**src/rtl/clkctl_pkg.sv**
```systemverilog
package clkctl_pkg;

  localparam int NUM_GRP = 8;

  localparam int GRP_CPU   = 0;
  localparam int GRP_PCI   = 1;
  localparam int GRP_PCIF  = 2;
  localparam int GRP_SDRAM = 3;
  localparam int GRP_REF   = 4;
  localparam int GRP_APIC  = 5;
  localparam int GRP_USB   = 6;
  localparam int GRP_AGP   = 7;

  localparam logic [1:0] MODE_TEST = 2'b01;
  localparam logic [1:0] MODE_HIZ  = 2'b11;

  localparam int TDIV_W = 2;

  // test-clock tap per group: 0 = undivided, 1 = half, 2 = quarter
  function automatic int groupTap(input int g);
    case (g)
      GRP_REF, GRP_APIC: return 0;
      GRP_PCI, GRP_PCIF: return 2;
      default:           return 1;
    endcase
  endfunction

  typedef struct packed {
    logic [NUM_GRP-1:0] runReq;
    logic               testMode;
    logic               hiZ;
  } ctlStrobe_t;

endpackage

```
**src/rtl/clkctl_sync.sv**
```systemverilog
module clkctl_sync #(
  parameter int STAGES = 2
) (
  input  logic clk,
  input  logic rstN,
  input  logic din,
  output logic dout
);

  logic [STAGES-1:0] shiftQ;

  always_ff @(posedge clk or negedge rstN) begin
    if (!rstN) shiftQ <= '1;
    else       shiftQ <= {shiftQ[STAGES-2:0], din};
  end

  assign dout = shiftQ[STAGES-1];

endmodule

```
**src/rtl/clkctl_ctrl.sv**
```systemverilog
module clkctl_ctrl
  import clkctl_pkg::*;
#(
  parameter int SYNC_STAGES = 2,
  parameter int PWRUP_CYC   = 4
) (
  input  logic       clk,
  input  logic       rstN,
  input  logic       modeSel,
  input  logic       cpuStopN,
  input  logic       pciStopN,
  input  logic       pwrDownN,
  input  logic [1:0] cfgMode,
  output ctlStrobe_t strobe,
  output logic       oscEn,
  output logic       pllEn
);

  localparam int CNT_W = $clog2(PWRUP_CYC + 1);
  localparam logic [CNT_W-1:0] CNT_TOP = CNT_W'(PWRUP_CYC);

  logic [2:0] pinRaw;
  logic [2:0] pinSync;
  logic       cpuHold, pciHold, pdHold, ready;
  logic [CNT_W-1:0] pwrCnt;

  assign pinRaw = {pwrDownN, pciStopN, cpuStopN};

  generate
    for (genvar g = 0; g < 3; g++) begin : g_sync
      clkctl_sync #(.STAGES(SYNC_STAGES)) u_sync (
        .clk  (clk),
        .rstN (rstN),
        .din  (pinRaw[g]),
        .dout (pinSync[g])
      );
    end
  endgenerate

  assign cpuHold = ~modeSel & ~pinSync[0];
  assign pciHold = ~modeSel & ~pinSync[1];
  assign pdHold  = ~modeSel & ~pinSync[2];

  always_ff @(posedge clk or negedge rstN) begin
    if (!rstN) begin
      oscEn  <= 1'b0;
      pllEn  <= 1'b0;
      pwrCnt <= '0;
    end else begin
      oscEn <= ~pdHold;
      pllEn <= oscEn & ~pdHold;
      if (pdHold)                pwrCnt <= '0;
      else if (pwrCnt != CNT_TOP) pwrCnt <= pwrCnt + 1'b1;
    end
  end

  assign ready = (pwrCnt == CNT_TOP);

  always_comb begin
    strobe.testMode = (cfgMode == MODE_TEST);
    strobe.hiZ      = (cfgMode == MODE_HIZ);
    strobe.runReq   = {NUM_GRP{ready}};
    if (cpuHold) strobe.runReq[GRP_CPU] = 1'b0;
    if (pciHold) strobe.runReq[GRP_PCI] = 1'b0;
  end

endmodule

```
**src/rtl/clkctl_dp.sv**
```systemverilog
module clkctl_dp
  import clkctl_pkg::*;
(
  input  logic               clk,
  input  logic               rstN,
  input  logic [NUM_GRP-1:0] srcClk,
  input  logic               testClk,
  input  ctlStrobe_t         strobe,
  output logic [NUM_GRP-1:0] clkOut,
  output logic [NUM_GRP-1:0] clkOe
);

  logic              tReg, tPrev;
  logic [TDIV_W-1:0] tDiv;
  logic [NUM_GRP-1:0] gateEn;
  logic [NUM_GRP-1:0] testBit;

  always_ff @(posedge clk or negedge rstN) begin
    if (!rstN) begin
      tReg  <= 1'b0;
      tPrev <= 1'b0;
      tDiv  <= '0;
    end else begin
      tReg  <= testClk;
      tPrev <= tReg;
      if (!strobe.testMode)   tDiv <= '0;
      else if (tReg && !tPrev) tDiv <= tDiv + 1'b1;
    end
  end

  generate
    for (genvar g = 0; g < NUM_GRP; g++) begin : g_grp
      // gate changes only during the low phase of its source
      always_ff @(posedge clk or negedge rstN) begin
        if (!rstN)          gateEn[g] <= 1'b0;
        else if (!srcClk[g]) gateEn[g] <= strobe.runReq[g];
      end

      if (groupTap(g) == 0) begin : g_tap1
        assign testBit[g] = tReg;
      end else if (groupTap(g) == 1) begin : g_tap2
        assign testBit[g] = tDiv[0];
      end else begin : g_tap4
        assign testBit[g] = tDiv[1];
      end

      always_ff @(posedge clk or negedge rstN) begin
        if (!rstN) begin
          clkOut[g] <= 1'b0;
          clkOe[g]  <= 1'b0;
        end else begin
          clkOe[g] <= ~strobe.hiZ;
          if (strobe.hiZ)           clkOut[g] <= 1'b0;
          else if (strobe.testMode) clkOut[g] <= testBit[g];
          else                      clkOut[g] <= srcClk[g] & gateEn[g];
        end
      end
    end
  endgenerate

endmodule

```
**src/rtl/clkctl_top.sv**
```systemverilog
module clkctl_top
  import clkctl_pkg::*;
#(
  parameter int SYNC_STAGES = 2,
  parameter int PWRUP_CYC   = 4
) (
  input  logic       clk,
  input  logic       rstN,
  input  logic [7:0] srcClk,
  input  logic       testClk,
  input  logic       modeSel,
  input  logic       cpuStopN,
  input  logic       pciStopN,
  input  logic       pwrDownN,
  input  logic [1:0] cfgMode,
  output logic [7:0] clkOut,
  output logic [7:0] clkOe,
  output logic       oscEn,
  output logic       pllEn
);

  ctlStrobe_t strobe;

  clkctl_ctrl #(.SYNC_STAGES(SYNC_STAGES), .PWRUP_CYC(PWRUP_CYC)) u_ctrl (
    .clk      (clk),
    .rstN     (rstN),
    .modeSel  (modeSel),
    .cpuStopN (cpuStopN),
    .pciStopN (pciStopN),
    .pwrDownN (pwrDownN),
    .cfgMode  (cfgMode),
    .strobe   (strobe),
    .oscEn    (oscEn),
    .pllEn    (pllEn)
  );

  clkctl_dp u_dp (
    .clk     (clk),
    .rstN    (rstN),
    .srcClk  (srcClk),
    .testClk (testClk),
    .strobe  (strobe),
    .clkOut  (clkOut),
    .clkOe   (clkOe)
  );

endmodule

```
**config.mk**
```make
export PLATFORM = sky130hd
export DESIGN_NAME = clkctl_top
export DESIGN_NICKNAME = d
export VERILOG_FILES = /design/src/rtl/clkctl_pkg.sv /design/src/rtl/clkctl_sync.sv /design/src/rtl/clkctl_ctrl.sv /design/src/rtl/clkctl_dp.sv /design/src/rtl/clkctl_top.sv
export SDC_FILE = /design/constraint.sdc
export NUM_CORES = 1
export LEC_CHECK = 0
export BUFFER_PORTS_ARGS = -buffer_cell sky130_fd_sc_hd__buf_2
export CAP_MARGIN = 0
export CORE_ASPECT_RATIO = 1.5
export CORE_MARGIN = 3
export CORE_UTILIZATION = 36
export CTS_BUF_LIST = sky130_fd_sc_hd__clkbuf_8 sky130_fd_sc_hd__clkbuf_16
export CTS_CLUSTER_DIAMETER = 150
export DETAILED_ROUTE_END_ITERATION = 6
export PLACE_DENSITY = 0.64
export SLEW_MARGIN = 20
export SYNTH_ARGS = -nofsm -noshare
export SYNTH_HDL_FRONTEND = slang
export SYNTH_SLANG_ARGS = --single-unit
```
**constraint.sdc**
```tcl
create_clock -name clk -period 2.1 [get_ports clk]
set_input_delay 0.525 -clock clk [delete_from_list [all_inputs] [get_ports clk]]
set_output_delay 0.525 -clock clk [all_outputs]
set_load 0.02 [all_outputs]
```
==> Yosys cells after proc, flatten, opt, wreduce, memory -nomap -nowiden <==
Index checks and enable logic that the tools add are counted.
{ "totals": {"regBits": 32, "output_inout_bits": 18} }
{ "classes": {"n_addsub": 2, "n_eq_ne": 5, "muxes": 22, "bitwise_logic": 18, "n_reduce_logical": 3} }
{ "ops": {"columns": ["op", "n"], "rows": [
  ["1-bit two-way mux", 18],
  ["1-bit AND", 12],
  ["3-bit two-way mux", 2],
  ["1-bit NOT", 6],
  ["2-bit two-way mux", 2],
  ["3-bit by 1-bit adder with 3-bit output, second input constant", 1],
  ["3-bit equality test, second input constant", 1],
  ["3-bit != test, second input constant", 1],
  ["2-bit by 1-bit adder with 2-bit output, second input constant", 1],
  ["2-bit by 1-bit equality test with 1-bit output, second input constant", 1],
  ["2-bit equality test, second input constant", 1],
  ["2-bit != test, second input constant", 1],
  ["2-bit nonzero test", 1],
  ["1-bit logical AND", 1],
  ["1-bit zero test", 1]
]} }

==> Depth between registers and ports, before layout <==
Gate-level depths: netlist (run 1).
{ "logic_depth": {"word_depth": 4, "mapped_depth": 5, "depth_no_buf": 5} }

==> By module <==
A second synthesis (run 1) with hierarchy kept.
{ "unflattened": {"cells_unflattened": 105, "hier_area_um2": 1306.3} }
{ "by_module_without_submodules": {"columns": ["module", "n_inst", "cells_per_inst", "area_per_inst_um2"], "rows": [
  ["clkctl_dp", 1, 64, 842.1],
  ["clkctl_ctrl", 1, 35, 306.5],
  ["clkctl_sync", 3, 2, 52.6]
]} }

==> Least setup slack after synthesis (run 1) <==
Ideal clock, no wire load.
{ "synth_path": {"path_type": "register -> output", "startpoint": "register, netlist name u_dp.clkOe[0]", "endpoint": "output port clkOe[1]", "arrival_ns": 0.721, "t_required_ns": 1.575, "slack_ns": 0.854, "path_stages_with_launch": 2, "path_buffers": 1, "path_cell_list": "dfrtp_1 buf_4"} }
{ "synth_rtl": {"columns": ["element", "line", "text"], "rows": [
  ["end, declared", "clkctl_top.sv:17", "output logic [7:0] clkOe,"]
]} }

==> metrics.md, run 1 <==
| Metric | Value |
|---|---|
| Status | finished clean |
| Max Fclk | between 700 and 800 MHz |
| Ys Warns | 0 |
| Synth area leaders | dfrtp_1, dfstp_2, o21ai_0 |
| Critical Path End | clkOe[7] |
| Initial Utilization | approximately 40% |
| Final Total Pwr | 1.52 mW |
| Die Ht | 76.2 um |
| Synth Instances | 95 |
| Clock-pin slew on the worst setup and hold paths | 0.06 ns |
| Crit end category | output port |
| Buf+Inv Stages, Crit Path | 1 |
| # setup viols final | 0 |
| Post-Synth Adder-Cell Area | 2.11% |
| Simple-gate portion of the synthesized area | a little under an eighth |
| Die X | approximately 53 um |
| Slew margin rel. | 55.7% |
| Vias in the first global route | 798 |
| Flop pwr share | 51.0% |
| Mapped Nets | 114 |
| WL/cell | 11.5 um |
| GRT Total Usage | a little under an eighth |
| Post-CTS Setup Bufs | 0 |
| Main combinational cell family by area after synthesis | simple AND/OR/NAND/NOR gates |
| Worst Hold Class | in2async |
| Post-synthesis register bit count | 32 |
| FF-to-FF End | u_ctrl.pwrCnt[0] |
| Setup tns final | 0 ns |
| Clk pwr share | 30.2% |
| Core area | 3030 sq um |
| CP Launch Type | flop |
| Placer congestion estimate | 0.769 |
| Crit path kind | reg2out |
| Clock Skew | 0.00418 ns |
| Drt first pass iters | 2 |
| Final min period | 1.41 ns |
| Dpl cells | 160 |
| WP depth | 1 |
| I/O Buffers | 34 |
| Post-synthesis cell area | 1180 sq um |
| R2r setup slk | 0.92 ns |
| Crit Path Max Fanout | 8 |
| Final HPWL DP | roughly 1.5 mm |
| Hold-fix buffers, CTS | 0 |
| GRT overflow | 0 |
| Num CTS Buffers | 5 |
| CTS sink count | 32 |
| Share of post-route cells with drive strength above 1 | between 30% and 40% |
| Die Area | 4030 sq um |
| Proportion of synthesized area in mux cells | 0% |
| P_int | 1.09 mW |
| Largest buffer count on any clock path | 2 |
| RSZ-0062 raised after global routing | no |
| CTS tree | done |
| Starting DRT DRC Count | 12 |
| DRT Wirelength | 1.94 mm |
| Psw | 0.428 mW |
| Synth area leader | dfrtp_1 |
| # diodes | 0 |
| Post-synth top area share | 55.0% |
| Nets | roughly 150 |
| Switching Fraction | 28.2% |
| Post-route clock period utilization | 67.2% |
| H-Tree Depth | 2 |
| Clk_lat worst skew | about 0.28 ns |
| Post-synthesis xor/xnor area fraction | 2.22% |
| Root Driver | clkbuf_8 |
| Complex-gate fraction of the synthesized area | between 9 and 10% |
| Distinct cells, synth | 21 |
| FP Rows | 24 |
| Pwr Density | roughly 1100 nW/um^2 |
| Residual DRC | 0 |
| CP startpoint | u_dp.clkOe[0] |
| P&R area growth vs syn | 21.2% |
| Seq/Total Area, Yosys | 68.3% |
| Combinational Power Share | between 10% and 20% |
| Fin cells | 168 |
| Via-to-Cell Ratio | 4.57 |
| Worst-Margin Slew | 0.664 ns |
| Delay of the slowest critical-path stage | roughly 0.4 ns |
| Critical path, cell by cell | buf_2 |
| Worst path required time | 1.57 ns |
| Top-Level Pins | 35 |
| Worst Reg-to-Reg Cells | 5 |
| Routed Antenna Nets | 0 |
| Fin. max-slew vios | 0 |
| Initial antenna violation count | 0 |
| Peak VDD IR | roughly 0.0006 V |
| Worst R2R Start | u_ctrl.pwrCnt[0] |
| Vias after detailed routing | 767 |
| Slowest stage cell, crit path | dfrtp_1 |
| Max_cap viols | 0 |
| Hold Vio Cnt, Final | 0 |
| Delay-heaviest family, CP | flip-flops |
| Leakage power | 0.716 nW |
| Syn_area_per_cell | 12.5 sq um |
| First-pass GRT wire length | 3.44 mm |
| PostCTS Resize Cnt | 0 |
| WP data arrival | 0.89 ns |
| Largest net degree at the start of global routing | 33 |
## area by class of cell
type / count / area, sq um
tap: 39 / 48.8
sequential: 32 / 808
fill: 277 / 1600
timing repair buffer: 34 / 170
multi-input combinational: 52 / 307
clock buffer: 6 / 82.6
clock inverter: 2 / 7.51
inverter: 3 / 11.3
## worst reg2reg max path, cell delays in order (launching register included)
cell,delay (ns)
dfrtp_1,0.41
inv_1,0.07
ha_1,0.22
nand2_4,0.14
xnor2_1,0.16
nor2_1,0.05
## cell usage in the layout, fill, tap and decap left out
master,instances
a21oi_1,1
and2b_1,1
buf_2,34
clkbuf_8,6
dfrtp_1,26
dfstp_2,6
ha_1,2
inv_1,5
nand2_1,14
nand2_4,1
nand2b_1,1
nand3_1,1
nand3b_1,1
nor2_1,8
nor2b_1,2
nor3_1,1
o21ai_0,13
o21ai_1,1
o31ai_4,2
xnor2_1,2
xor2_1,1
## routing by layer
layer,vias up,GRT usage (%),share of wire (%)
met1,361,11.9,40
met3,5,4.70,7.7
li1,371,-,-
met5,-,0,0
met4,0,6.14,2.3
met2,30,19.7,50
## worst min-delay path by stage
| stage | endpoint | cells after the start | slack (ns) | startpoint |
|---|---|---|---|---|
| floorplan | u_ctrl.oscEn | 0 | 0.23 | rstN |
| global placement | u_ctrl.g_sync[1].u_sync.shiftQ[1] | 0 | 0.35 | u_ctrl.g_sync[1].u_sync.shiftQ[0] |
| detailed placement | u_ctrl.g_sync[0].u_sync.shiftQ[1] | 0 | 0.35 | u_ctrl.g_sync[0].u_sync.shiftQ[0] |
| CTS | u_ctrl.oscEn | 1 | 0.30 | rstN |
| global route | u_dp.gateEn[2] | 1 | 0.33 | rstN |
| finish | u_ctrl.oscEn | 1 | 0.28 | rstN |
## cells in the mapped netlist (all sizes together)
cell type / count
ha: 2
inv: 3
xor2: 1
nand2: 15
nand2b: 1
nor2: 8
a21oi: 1
nand3b: 1
o21ai: 14
o31ai: 2
dfstp: 6
nor3: 1
clkbuf: 1
nand3: 1
and2b: 1
dfrtp: 26
buf: 7
nor2b: 2
xnor2: 2
## cell families (layout without fill, tap and decap cells)
group / after synthesis / in the layout
AO/OA/AOI/OAI: 17 / 17
XOR/XNOR: 3 / 3
adder cells (fa/ha/maj): 2 / 2
buffers and inverters: 11 / 45
flip-flops: 32 / 32
AND/OR/NAND/NOR: 30 / 30
## through the flow
step / area [sq um] / setup slack [ns] / hold slack, ns / util [%]
6_report: 1440 / 0.690 / 0.277 / 47.3
5_1_grt: 1440 / 0.618 / 0.331 / 47.3
4_1_cts: 1440 / 0.665 / 0.300 / 47.3
3_5_place_dp: 1350 / 0.890 / 0.348 / 44.3
3_3_place_gp: 1350 / 0.920 / 0.346 / 44.3
2_1_floorplan: 1180 / 0.854 / 0.229 / -
## flip-flops by register name, indices dropped and copies added, names as in the netlist
register and flops:
u_dp.clkOe 1, u_dp.tPrev 1, u_ctrl.pwrCnt 3, u_ctrl.g_sync.u_sync.shiftQ 6, u_ctrl.oscEn 1, u_dp.gateEn 8, u_dp.clkOut 8, u_dp.tDiv 2
u_ctrl.pllEn 1, u_dp.tReg 1
## power by group through the flow
stage          clock network [mW]  registers, mW  logic, mW
3_5_place_dp                    0          0.786      0.294
3_3_place_gp                    0          0.781      0.280
2_1_floorplan                   0          0.801      0.189
4_1_cts                     0.473          0.776      0.295
5_1_grt                     0.507          0.786      0.324
6_report                    0.459          0.775      0.286
Note: power is estimated with default switching activity, not from simulation.
==> run 2, diff against run 1 <==
==> constraint.sdc (replaced) <==
create_clock -name clk -period 1.4 [get_ports clk]
set_input_delay 0.35 -clock clk [delete_from_list [all_inputs] [get_ports clk]]
set_output_delay 0.35 -clock clk [all_outputs]
set_load 0.02 [all_outputs]
==> metrics.md, run 2 (synthesis results as in run 1) <==
| Metric | Value |
|---|---|
| Critical path, cell by cell | buf_2 |
| Worst path required time | 1.05 ns (-0.52 ns) |
| Post-CTS Setup Bufs | 0 (unchanged) |
| Die X | 52.8 um (unchanged) |
| Post-route clock period utilization | 88.2% |
| Setup tns final | 0 ns (unchanged) |
| Most common cell after layout, fill and taps aside | buf_2 |
| Worst R2R Start | u_ctrl.pwrCnt[0] |
| Vias after detailed routing | 760 (-0.91%) |
| Initial Utilization | 39.0% (unchanged) |
| Largest net degree at the start of global routing | 33 (unchanged) |
| WL/cell | 12.0 um (+4.0%) |
| WP data arrival | 0.89 ns (about the same) |
| Commonest cells after routing, fill and taps aside | buf_2, dfrtp_1, nand2_1 |
| PostCTS Resize Cnt | 0 (unchanged) |
| First-pass GRT wire length | 3.52 mm (+2.2%) |
| Final HPWL DP | 1.53 mm (+3.2%) |
| Crit path kind | reg2out |
| Crit Path Max Fanout | 8 (unchanged) |
| Die Ht | 76.2 um (unchanged) |
| FF-to-FF End | u_ctrl.pwrCnt[0] |
| Placer congestion estimate | 0.660 (-14%) |
| Status | finished clean |
| Routed Antenna Nets | 0 (unchanged) |
| Initial antenna violation count | 0 (unchanged) |
| CTS tree | done |
| Hold Vio Cnt, Final | 0 (unchanged) |
| Final hold slack | 0.0765 ns (-0.201 ns) |
| Largest regs | u_dp.clkOut (8), u_dp.gateEn (8), u_ctrl.g_sync.u_sync.shiftQ (6) |
| Residual DRC | 0 (unchanged) |
| Delay-heaviest family, CP | flip-flops |
| Delay of the slowest critical-path stage | 0.41 ns (about the same) |
| CP Launch Type | flop |
| P&R area growth vs syn | 21.9% |
| Die Area | 4030 sq um (unchanged) |
| Slew margin rel. | 74.3% (+19 points) |
| Buf+Inv Stages, Crit Path | 1 (unchanged) |
| Max Fclk | 810 MHz |
| Clock Skew | 0.00436 ns (+0.000182 ns) |
| Worst Reg-to-Reg Cells | 5 (unchanged) |
| I/O Buffers | 34 (unchanged) |
| Core area | 3030 sq um (unchanged) |
| Crit end category | output port |
| Hold-fix buffers, CTS | 0 (unchanged) |
| Slowest stage cell, crit path | dfrtp_1 |
| Fin. max-slew vios | 0 (unchanged) |
| Worst-Margin Slew | 0.385 ns (-0.279 ns) |
| Pwr Density | 1590 nW/um^2 (+50%) |
| Worst Hold Class | in2async |
| Num CTS Buffers | 5 (unchanged) |
| Largest buffer count on any clock path | 2 (unchanged) |
| Clk_lat worst skew | 0.28 ns (about the same) |
| Root Driver | clkbuf_8 |
| Via-to-Cell Ratio | 4.50 (-1.5%) |
| Drt first pass iters | 4 (+2) |
| Share of post-route cells with drive strength above 1 | 38.5% (+0.48 points) |
| Clock-pin slew on the worst setup and hold paths | 0.06 ns (about the same) |
| Top-Level Pins | 35 (unchanged) |
| Peak VDD IR | 0.00100 V (+68%) |
| # setup viols final | 0 (unchanged) |
| DRT Wirelength | 2.03 mm (+4.6%) |
| FP Rows | 24 (unchanged) |
| Starting DRT DRC Count | 14 (+2) |
| Vias in the first global route | 824 (+3.3%) |
| # diodes | 0 (unchanged) |
| Final min period | ~1.2 ns |
| R2r setup slk | 0.19 ns (-0.73 ns) |
| CTS sink count | 32 (unchanged) |
| Max_cap viols | 0 (unchanged) |
| Leakage power | 0.721 nW (+0.67%) |
| GRT overflow | 0 (unchanged) |
| RSZ-0062 raised after global routing | no |
| Nets | 148 (+0.68%) |
| GRT Total Usage | 12.0% (+0.27 points) |
| H-Tree Depth | 2 (unchanged) |
run 2: cell count changes in the layout (fill, tap and decap cells not counted), sizes merged:
cell,previous run,this run
buf,34,35
run 2: routing by layer:
| layer | global-route usage, % | share of wire (%) | vias up |
|---|---|---|---|
| li1 | - | - | 364 |
| met1 | 12.4 | 36 | 359 |
| met2 | 19.5 | 52 | 33 |
| met3 | 6.07 | 10 | 4 |
| met4 | 5.37 | 1.8 | 0 |
| met5 | 0 | 0 | - |
run 2: power breakdown:
group	internal [mW]	total, mW	switching, mW
clock network	0.385	0.692	0.306
logic	0.172	0.438	0.266
registers	1.08	1.16	0.0800
total	1.64	2.29	0.652
run 2: worst max-delay path by stage:
| stage | start | endpoint | slack (ns) | cells after the start |
|---|---|---|---|---|
| after floorplan | u_dp.clkOe[0] | clkOe[1] | 0.33 | 1 |
| after global placement | u_ctrl.pwrCnt[0] | u_ctrl.pwrCnt[0] | 0.28 | 5 |
| after detailed placement | u_ctrl.pwrCnt[0] | u_ctrl.pwrCnt[0] | 0.19 | 5 |
| after CTS | u_dp.clkOe[0] | clkOe[5] | 0.15 | 1 |
| after global routing | u_ctrl.pwrCnt[0] | u_ctrl.pwrCnt[0] | 0.11 | 5 |
| final | u_dp.clkOe[0] | clkOe[5] | 0.16 | 1 |
run 2: cell type report:
type | count | area (sq um)
clock inverter | 2 | 7.51
multi-input combinational | 52 | 307
fill | 290 | 1590
sequential | 32 | 808
timing repair buffer | 35 | 178
clock buffer | 6 | 82.6
inverter | 3 | 11.3
tap | 39 | 48.8
run 2: stage by stage:
stage	worst slack, ns	power, mW	instance area [sq um]	utilization (%)	std cells
3_3_place_gp	0.283	1.59	1350	44.6	161
6_report	0.165	2.29	1440	47.6	169
5_1_grt	0.106	2.43	1440	47.6	169
4_1_cts	0.148	2.33	1440	47.6	169
2_1_floorplan	0.329	1.48	1180	-	95
3_5_place_dp	0.193	1.63	1350	44.6	161
==> run 3, diff against run 2 <==
==> constraint.sdc (replaced) <==
create_clock -name clk -period 1.45 [get_ports clk]
set_input_delay 0.3625 -clock clk [delete_from_list [all_inputs] [get_ports clk]]
set_output_delay 0.3625 -clock clk [all_outputs]
set_load 0.02 [all_outputs]
==> metrics.md, run 3 (synthesis results as in run 1) <==
| Metric | Value |
|---|---|
| Via-to-Cell Ratio | 4.46 (-0.79%) |
| Final HPWL DP | 1.47 mm (-3.5%) |
| Most common cell after layout, fill and taps aside | buf_2 |
| WL met2 | 1.01 mm (-3.3%) |
| M1 wire length | 740 um (+0.14%) |
| Core area | 3030 sq um (unchanged) |
| Vias in the first global route | 797 (-3.3%) |
| Root Driver | clkbuf_8 |
| WL/cell | 11.8 um (-1.5%) |
| P&R area growth vs syn | 23.4% |
| H-Tree Depth | 2 (unchanged) |
| Worst Hold Class | in2async |
| Commonest cells after routing, fill and taps aside | buf_2, dfrtp_1, nand2_1 |
| Slew margin rel. | 74.6% (+0.23 points) |
| CTS tree | done |
| Placer congestion estimate | 0.661 (about the same) |
| Top-Level Pins | 35 (unchanged) |
| Max_cap viols | 0 (unchanged) |
| Final core occ | 48.1% (+0.58 points) |
| Fin cells | 169 (unchanged) |
| CP Launch Type | flop |
| Post-route clock period utilization | between 80% and 90% |
| Status | finished clean |
| Num CTS Buffers | 5 (unchanged) |
| Die Area | 4030 sq um (unchanged) |
| Largest net degree at the start of global routing | 33 (unchanged) |
| Setup tns final | 0 ns (unchanged) |
| # diodes | 0 (unchanged) |
| Final min period | 1.25 ns |
| Delay of the slowest critical-path stage | 0.41 ns (about the same) |
| Worst path required time | 1.09 ns (+0.04 ns) |
| Nets | 148 (unchanged) |
| Max layer used | met4 |
| Drt first pass iters | 4 (unchanged) |
| Critical path, cell by cell | buf_2 |
| Post-CTS Setup Bufs | 0 (unchanged) |
| Crit Path Max Fanout | 8 (unchanged) |
| CTS sink count | 32 (unchanged) |
| DRT Wirelength | 2.00 mm (-1.5%) |
| Initial Utilization | 39.0% (unchanged) |
| Slowest stage cell, crit path | dfrtp_1 |
| I/O Buffers | 34 (unchanged) |
| PostCTS Resize Cnt | 0 (unchanged) |
| WP data arrival | 0.89 ns (about the same) |
| Max Fclk | 798 MHz |
| Peak VDD IR | 0.000982 V (-2.2%) |
| # setup viols final | 0 (unchanged) |
| Worst setup margin | 0.196 ns (+0.0314 ns) |
| Routed Antenna Nets | 0 (unchanged) |
| Buf+Inv Stages, Crit Path | 1 (unchanged) |
| Residual DRC | 0 (unchanged) |
| Share of post-route cells with drive strength above 1 | 39.2% (+0.77 points) |
| Dpl cells | 161 (unchanged) |
| First-pass GRT wire length | 3.47 mm (-1.4%) |
| Clk_lat worst skew | 0.28 ns (about the same) |
| Starting DRT DRC Count | 9 (-5) |
| Hold Vio Cnt, Final | 0 (unchanged) |
| DR WL met3 | 189 um (-6.9%) |
| GRT overflow | 0 (unchanged) |
| Vias after detailed routing | 754 (-0.79%) |
| GRT Total Usage | 11.9% (-0.085 points) |
| Clock-pin slew on the worst setup and hold paths | 0.07 ns (about the same) |
| Die Ht | 76.2 um (unchanged) |
| Leakage power | 0.727 nW (+0.77%) |
| RSZ-0062 raised after global routing | no |
| FP Rows | 24 (unchanged) |
| Largest buffer count on any clock path | 2 (unchanged) |
| Initial antenna violation count | 0 (unchanged) |
| Pre-CTS setup slack | 0.262 ns (+0.0693 ns) |
| Worst-Margin Slew | 0.381 ns (-0.00341 ns) |
| Hold-fix buffers, CTS | 0 (unchanged) |
| Fin. max-slew vios | 0 (unchanged) |
| Clock Skew | 0.00834 ns (+0.00398 ns) |
| Die X | 52.8 um (unchanged) |
| Crit path kind | reg2out |
| Pwr Density | 1610 nW/um^2 (+1.5%) |
| Final Total Pwr | 2.36 mW (+2.8%) |
| Delay-heaviest family, CP | flip-flops |
| Crit end category | output port |
| Largest regs | u_dp.clkOut (8), u_dp.gateEn (8), u_ctrl.g_sync.u_sync.shiftQ (6) |
[run 3: final cells by class]
type	count	area, sq um
inverters	3	11.3
clock buffers	5	68.8
fillers	281	1570
multi-input cells	52	307
clock inverters	3	38.8
repair buffers	35	178
flip-flops and latches	32	808
well taps	39	48.8
[run 3: stage by stage]
stage,hold WS (ns),cell area [sq um]
after floorplan,0.0669,1180
after global placement,0.346,1350
after detailed placement,0.349,1350
after CTS,0.0856,1460
after global routing,0.106,1460
final,0.0819,1460
[run 3: per-layer routing]
metal | vias up | GRT usage, %
met5 | - | 0
met2 | 32 | 18.7
li1 | 368 | -
met3 | 7 | 5.48
met4 | 0 | 6.91
met1 | 347 | 12.7
[run 3: report_power, final]
| part | leakage, nW | switching (mW) | total [mW] | internal (mW) |
|---|---|---|---|---|
| sequential | 0.402 | 0.0777 | 1.12 | 1.05 |
| clock | 0.0593 | 0.312 | 0.814 | 0.502 |
| combinational | 0.266 | 0.254 | 0.419 | 0.165 |
[run 3: path summary, 6_finish.rpt]
kind | from | to | slack (ns) | cells after the start
min | rstN | u_ctrl.pwrCnt[0] | 0.08 | 2
min reg2reg | u_ctrl.g_sync[2].u_sync.shiftQ[0] | u_ctrl.g_sync[2].u_sync.shiftQ[1] | 0.35 | 0
min in group clk | cpuStopN | u_ctrl.g_sync[0].u_sync.shiftQ[0] | 0.18 | 1
max reg2reg | u_ctrl.pwrCnt[0] | u_ctrl.pwrCnt[0] | 0.26 | 5
max | u_dp.clkOe[0] | clkOe[3] | 0.20 | 1
max in group asynchronous | rstN | u_ctrl.g_sync[0].u_sync.shiftQ[1] | 1.05 | 2
